===== src/rtl/pwm8_pkg.sv =====
package pwm8_pkg;

  typedef enum logic {
    ST_IDLE = 1'b0,
    ST_RUN  = 1'b1
  } run_e;

endpackage


===== src/rtl/pwm8_ctrl_reg.sv =====
module pwm8_ctrl_reg #(
  parameter int unsigned STEP_W = 8,
  parameter int unsigned DATA_W = 32
) (
  input  logic              clk,
  input  logic              rst,
  input  logic              we,
  input  logic [DATA_W-1:0] wdata,
  input  logic              load_sh,
  output logic [DATA_W-1:0] ctrl_q,
  output logic              en,
  output logic [STEP_W-1:0] reload_sh,
  output logic [STEP_W-1:0] duty_sh
);
  localparam int unsigned EN_POS  = DATA_W - 1;
  localparam int unsigned RLD_LSB = STEP_W;
  localparam int unsigned DTY_LSB = 0;

  always_ff @(posedge clk) begin
    if (rst) begin
      ctrl_q <= '0;
    end else if (we) begin
      ctrl_q <= wdata;
    end
  end

  assign en = ctrl_q[EN_POS];

  // Working copy of divider and duty; refreshed only when idle or at a period edge
  always_ff @(posedge clk) begin
    if (rst) begin
      reload_sh <= '0;
      duty_sh   <= '0;
    end else if (load_sh) begin
      reload_sh <= ctrl_q[RLD_LSB +: STEP_W];
      duty_sh   <= ctrl_q[DTY_LSB +: STEP_W];
    end
  end

endmodule


===== src/rtl/pwm8_prescaler.sv =====
module pwm8_prescaler #(
  parameter int unsigned STEP_W = 8
) (
  input  logic              clk,
  input  logic              rst,
  input  logic              active,
  input  logic [STEP_W-1:0] div_m1,
  output logic              tick,
  output logic [STEP_W-1:0] pre_q
);
  // div_m1 wraps to all ones for a divider field of zero: full 2**STEP_W count
  assign tick = active && (pre_q == div_m1);

  always_ff @(posedge clk) begin
    if (rst || !active || tick) begin
      pre_q <= '0;
    end else begin
      pre_q <= pre_q + 1'b1;
    end
  end

endmodule


===== src/rtl/pwm8_phase.sv =====
module pwm8_phase #(
  parameter int unsigned STEP_W = 8
) (
  input  logic              clk,
  input  logic              rst,
  input  logic              active,
  input  logic              tick,
  output logic [STEP_W-1:0] phase_q,
  output logic              boundary
);
  localparam logic [STEP_W-1:0] LAST = '1;

  assign boundary = tick && (phase_q == LAST);

  always_ff @(posedge clk) begin
    if (rst || !active) begin
      phase_q <= '0;
    end else if (tick) begin
      phase_q <= phase_q + 1'b1;
    end
  end

endmodule


===== src/rtl/pwm8_compare.sv =====
module pwm8_compare #(
  parameter int unsigned STEP_W = 8
) (
  input  logic              clk,
  input  logic              rst,
  input  logic              active,
  input  logic [STEP_W-1:0] phase,
  input  logic [STEP_W-1:0] duty,
  output logic              pwm_out
);
  localparam logic [STEP_W:0] STEPS = {1'b1, {STEP_W{1'b0}}};

  logic [STEP_W:0] hi_len;
  logic            hi_zone;

  always_comb begin
    hi_len  = STEPS - {1'b0, duty};
    hi_zone = (duty != '0) && ({1'b0, phase} < hi_len);
  end

  always_ff @(posedge clk) begin
    if (rst) begin
      pwm_out <= 1'b0;
    end else begin
      pwm_out <= active && hi_zone;
    end
  end

endmodule


===== src/rtl/pwm8_gen.sv =====
module pwm8_gen
  import pwm8_pkg::*;
#(
  parameter int unsigned STEP_W = 8,
  parameter int unsigned DATA_W = 32
) (
  input  logic              clk,
  input  logic              rst,
  input  logic              bus_we,
  input  logic [DATA_W-1:0] bus_wdata,
  output logic [DATA_W-1:0] bus_rdata,
  output logic              pwm_out
);
  logic              en;
  logic              active;
  logic              tick;
  logic              boundary;
  logic              load_sh;
  logic [STEP_W-1:0] reload_sh;
  logic [STEP_W-1:0] duty_sh;
  logic [STEP_W-1:0] div_m1;
  logic [STEP_W-1:0] pre_q;
  logic [STEP_W-1:0] phase_q;
  run_e              run_q;

  // One idle cycle after the run bit rises lets the working copy pick up fresh fields
  always_ff @(posedge clk) begin
    if (rst) begin
      run_q <= ST_IDLE;
    end else begin
      run_q <= en ? ST_RUN : ST_IDLE;
    end
  end

  assign active  = en && (run_q == ST_RUN);
  assign load_sh = !active || boundary;
  assign div_m1  = reload_sh - 1'b1;

  pwm8_ctrl_reg #(.STEP_W(STEP_W), .DATA_W(DATA_W)) u_reg (
    .clk       (clk),
    .rst       (rst),
    .we        (bus_we),
    .wdata     (bus_wdata),
    .load_sh   (load_sh),
    .ctrl_q    (bus_rdata),
    .en        (en),
    .reload_sh (reload_sh),
    .duty_sh   (duty_sh)
  );

  pwm8_prescaler #(.STEP_W(STEP_W)) u_pre (
    .clk    (clk),
    .rst    (rst),
    .active (active),
    .div_m1 (div_m1),
    .tick   (tick),
    .pre_q  (pre_q)
  );

  pwm8_phase #(.STEP_W(STEP_W)) u_phase (
    .clk      (clk),
    .rst      (rst),
    .active   (active),
    .tick     (tick),
    .phase_q  (phase_q),
    .boundary (boundary)
  );

  pwm8_compare #(.STEP_W(STEP_W)) u_cmp (
    .clk     (clk),
    .rst     (rst),
    .active  (active),
    .phase   (phase_q),
    .duty    (duty_sh),
    .pwm_out (pwm_out)
  );

endmodule


===== config.mk =====
export PLATFORM = sky130hd
export DESIGN_NAME = pwm8_gen
export DESIGN_NICKNAME = d
export VERILOG_FILES = /design/src/rtl/pwm8_pkg.sv /design/src/rtl/pwm8_ctrl_reg.sv /design/src/rtl/pwm8_prescaler.sv /design/src/rtl/pwm8_phase.sv /design/src/rtl/pwm8_compare.sv /design/src/rtl/pwm8_gen.sv
export SDC_FILE = /design/constraint.sdc
export NUM_CORES = 1
export LEC_CHECK = 0
export BUFFER_PORTS_ARGS = -buffer_cell sky130_fd_sc_hd__buf_2
export CAP_MARGIN = 40
export CORE_AREA = 2 2 99 101
export CTS_CLUSTER_SIZE = 14
export DETAILED_ROUTE_END_ITERATION = 10
export DIE_AREA = 0 0 101 103
export PLACE_DENSITY_LB_ADDON = 0.12
export SLEW_MARGIN = 20
export SYNTH_ARGS = -nofsm -noshare
export SYNTH_HDL_FRONTEND = slang
export SYNTH_SLANG_ARGS = --single-unit

===== constraint.sdc =====
create_clock -name clk -period 2.7 [get_ports clk]
set_input_delay 0.81 -clock clk [delete_from_list [all_inputs] [get_ports clk]]
set_output_delay 0.81 -clock clk [all_outputs]
set_load 0.05 [all_outputs]

==> impl_metrics.ini <==
[die]
start_util_pct = 38.3
die_y_um = 103
dieArea_um2 = 10400
core_um2 = 9460
rows = 36
die_w_um = 101
num_io_pins = 68

[worst_setup_path]
cp-start-kind = flip-flop
critical_path_arrival_ns = 2.47
worst_r2r_path_depth = 6
cpMaxStageDelayCell = and2_1
crit_type = flip-flop to flip-flop
crit_path_end_kind = flip-flop
crit_chain = ha_1 -> and2_1 -> nand4_1 -> a2111oi_0 -> a31oi_1 -> o21ai_2
crit_path_max_incr_delay_ns = 0.59
cp_max_fo = 17
required_ns = 2.99

[cells_and_area]
design_area_um2 = 4280
nets = 514
seq_area_um2 = 1320
fillers = 955
diodes = 0
multiInputGateArea_um2 = 2130
syn_to_final_growth_pct = 18.0
drive_gt1_share_pct = 24.2

[timing]
fin_skew_ns = 0.0121
tns_ns = 0
period_share_pct = 80.8
fmax_mhz = 458
slew_viol_final = 0
worstMarginPinSlew_ns = 0.829
hold_violations = 0
period_needed_ns = 2.18
rsz0062_at_grt = no
relSlewSlack_pct = 44.6
finalSetupViolCount = 0

[run_status]
status = finished clean

[drt]
drt_iter0_markers = 110
first_pass_iters = 4
postRouteAntennaNets = 0
viasPerCell = 5.33
vias = 3122
drc = 0
wirelength_um = 8860
wire_per_inst_um = 15.1

[min_path]
hold_depth = 2
min_path_type = flip-flop to flip-flop

[pwr]
finalPower_w = 0.00230
p_leak_nw = 1.89
power_density_nw_per_um2 = 539
ir_drop_mv = 0.325

[logic_synthesis]
synthDistinctLibCells = 41
synth_area_um2 = 3620
synth_cells = 406
yosysWarnings = 0
syn_area_per_cell_um2 = 8.92
ys_seq_area_share_pct = 36.5
synth_seq_cells = 66
synth.net_count = 452

[clock_tree]
clk_latency_ns = 0.34
clk_pin_slew_ns = 0.08
cts_sinks = 66
ctsRootBufferMaster = clkbuf_8
ctsResizeCount = 0
cts_max_path_buffers = 2
h-tree-depth = 3
cts_buffers = 9
post_cts_buffers = 0
cts_tree = yes
cts_hold_buf = 0

[grt]
grt_start_max_net_pins = 33
grt_pass1_vias = 2992
grt_usage_pct = 17.9
grt_pass1_wl_um = 14700
overflow = 0
antenna_found_initial = 0

[placement]
port-buffer-count = 67
place_area_um2 = 4070
gp_congestion = 0.834
dp_hpwl_um = 5990

[run]
cap_violations = 0
power breakdown:
part / switching (W) / internal [W]
clock network: 0.000373 / 0.000497
registers: 0.0000310 / 0.00101
logic: 0.000251 / 0.000140
synth_stat cells:
| master | instances | share of area, % |
|---|---|---|
| a2111oi_0 | 17 | 4.1 |
| a211oi_1 | 2 | 0.41 |
| a211oi_2 | 1 | 0.35 |
| a211oi_4 | 1 | 0.55 |
| a21bo_2 | 1 | 0.28 |
| a21o_1 | 4 | 0.83 |
| a21oi_1 | 1 | 0.14 |
| a31oi_1 | 16 | 2.8 |
| and2_1 | 20 | 3.5 |
| and3_1 | 13 | 2.2 |
| and4_1 | 2 | 0.48 |
| buf_1 | 3 | 0.31 |
| buf_12 | 1 | 0.55 |
| buf_2 | 2 | 0.28 |
| buf_4 | 2 | 0.41 |
| buf_6 | 1 | 0.31 |
| clkbuf_1 | 23 | 2.4 |
| dfxtp_1 | 66 | 36 |
| ha_1 | 11 | 3.8 |
| inv_1 | 5 | 0.52 |
| mux2i_1 | 40 | 11 |
| nand2_1 | 25 | 2.6 |
| nand2b_1 | 2 | 0.35 |
| nand3_1 | 9 | 1.2 |
| nand3_2 | 1 | 0.28 |
| nand3_4 | 1 | 0.48 |
| nand3b_1 | 2 | 0.41 |
| nand4_1 | 22 | 3.8 |
| nor2_1 | 39 | 4.0 |
| nor2b_1 | 17 | 2.9 |
| nor3_1 | 7 | 0.97 |
| nor3b_1 | 1 | 0.21 |
| nor4_4 | 1 | 0.59 |
| o2111ai_1 | 1 | 0.24 |
| o21a_1 | 2 | 0.41 |
| o21ai_0 | 2 | 0.28 |
| o21ai_2 | 10 | 2.4 |
| o31ai_1 | 5 | 1.0 |
| or3_1 | 7 | 1.2 |
| xnor2_1 | 12 | 2.9 |
| xor2_1 | 8 | 1.9 |
routing by layer:
layer / vias up / global-route usage (%) / wire, µm
met5: - / 0 / 0
met4: 0 / 7.48 / 119
met3: 8 / 3.39 / 391
met2: 95 / 27.4 / 3800
met1: 1425 / 24.8 / 4540
li1: 1594 / - / -
final cells by class:
type	instances	share of cell area [%]
Clock buffer	13	3.95
Inverter	5	0.439
Clock inverter	2	0.819
Sequential cell	66	30.9
Multi-Input combinational cell	303	49.9
Timing Repair Buffer	83	10.6
Tap cell	114	3.34
flip-flops by register name, summed over array words and instances (netlist names):
name             cells
run_q                1
u_cmp.pwm_out        1
u_reg.duty_sh        8
u_reg.reload_sh      8
u_pre.pre_q          8
u_phase.phase_q      8
u_reg.ctrl_q        32
cells in the final DEF, fill, tap and decap left out, drive strengths merged, types with 8 or more instances in the layout:
master,count
a31oi,16
nor2b,17
a2111oi,17
clkbuf,13
and2,20
xor2,8
nand2,25
xnor2,12
nor2,39
nand3,11
mux2i,40
and3,13
nand4,22
buf,83
ha,11
o21ai,12
dfxtp,66
through the flow:
stage          std cells  hold WS (ns)  setup WS [ns]  util, %
3_3_place_gp         571         0.469          0.515     43.1
6_report             586         0.483          0.518     45.2
3_5_place_dp         571         0.472          0.512     43.1
2_1_floorplan        406         0.452          0.485        -
5_1_grt              586         0.516          0.211     45.2
4_1_cts              586         0.484          0.510     45.2
cells by family (layout without fill, tap and decap cells):
group / count (synthesis) / count (layout) / synth area share, %
buffers and inverters: 37 / 103 / 4.77
AND/OR/NAND/NOR: 169 / 169 / 25.3
adder cells (fa/ha/maj): 11 / 11 / 3.80
XOR/XNOR: 20 / 20 / 4.83
AO/OA/AOI/OAI: 63 / 63 / 13.8
multiplexers: 40 / 40 / 11.0
flip-flops: 66 / 66 / 36.5
worst max-delay path, delay by kind of cell (launching register included):
family / cells / cell delay, ns
AO/OA/AOI/OAI: 3 / 0.69
adder cells (fa/ha/maj): 1 / 0.24
flip-flops: 1 / 0.42
AND/OR/NAND/NOR: 2 / 0.77
path summary, 6_finish.rpt:
| check | slack, ns | end | startpoint |
|---|---|---|---|
| worst min-delay path | 0.48 | u_reg.reload_sh[7] | u_reg.reload_sh[7] |
| worst min register to register | 0.48 | u_reg.reload_sh[7] | u_reg.reload_sh[7] |
| worst max-delay path | 0.52 | u_reg.reload_sh[5] | u_phase.phase_q[1] |
| worst max register to register | 0.52 | u_reg.reload_sh[5] | u_phase.phase_q[1] |
No activity file was read; power rests on OpenSTA's default activity.
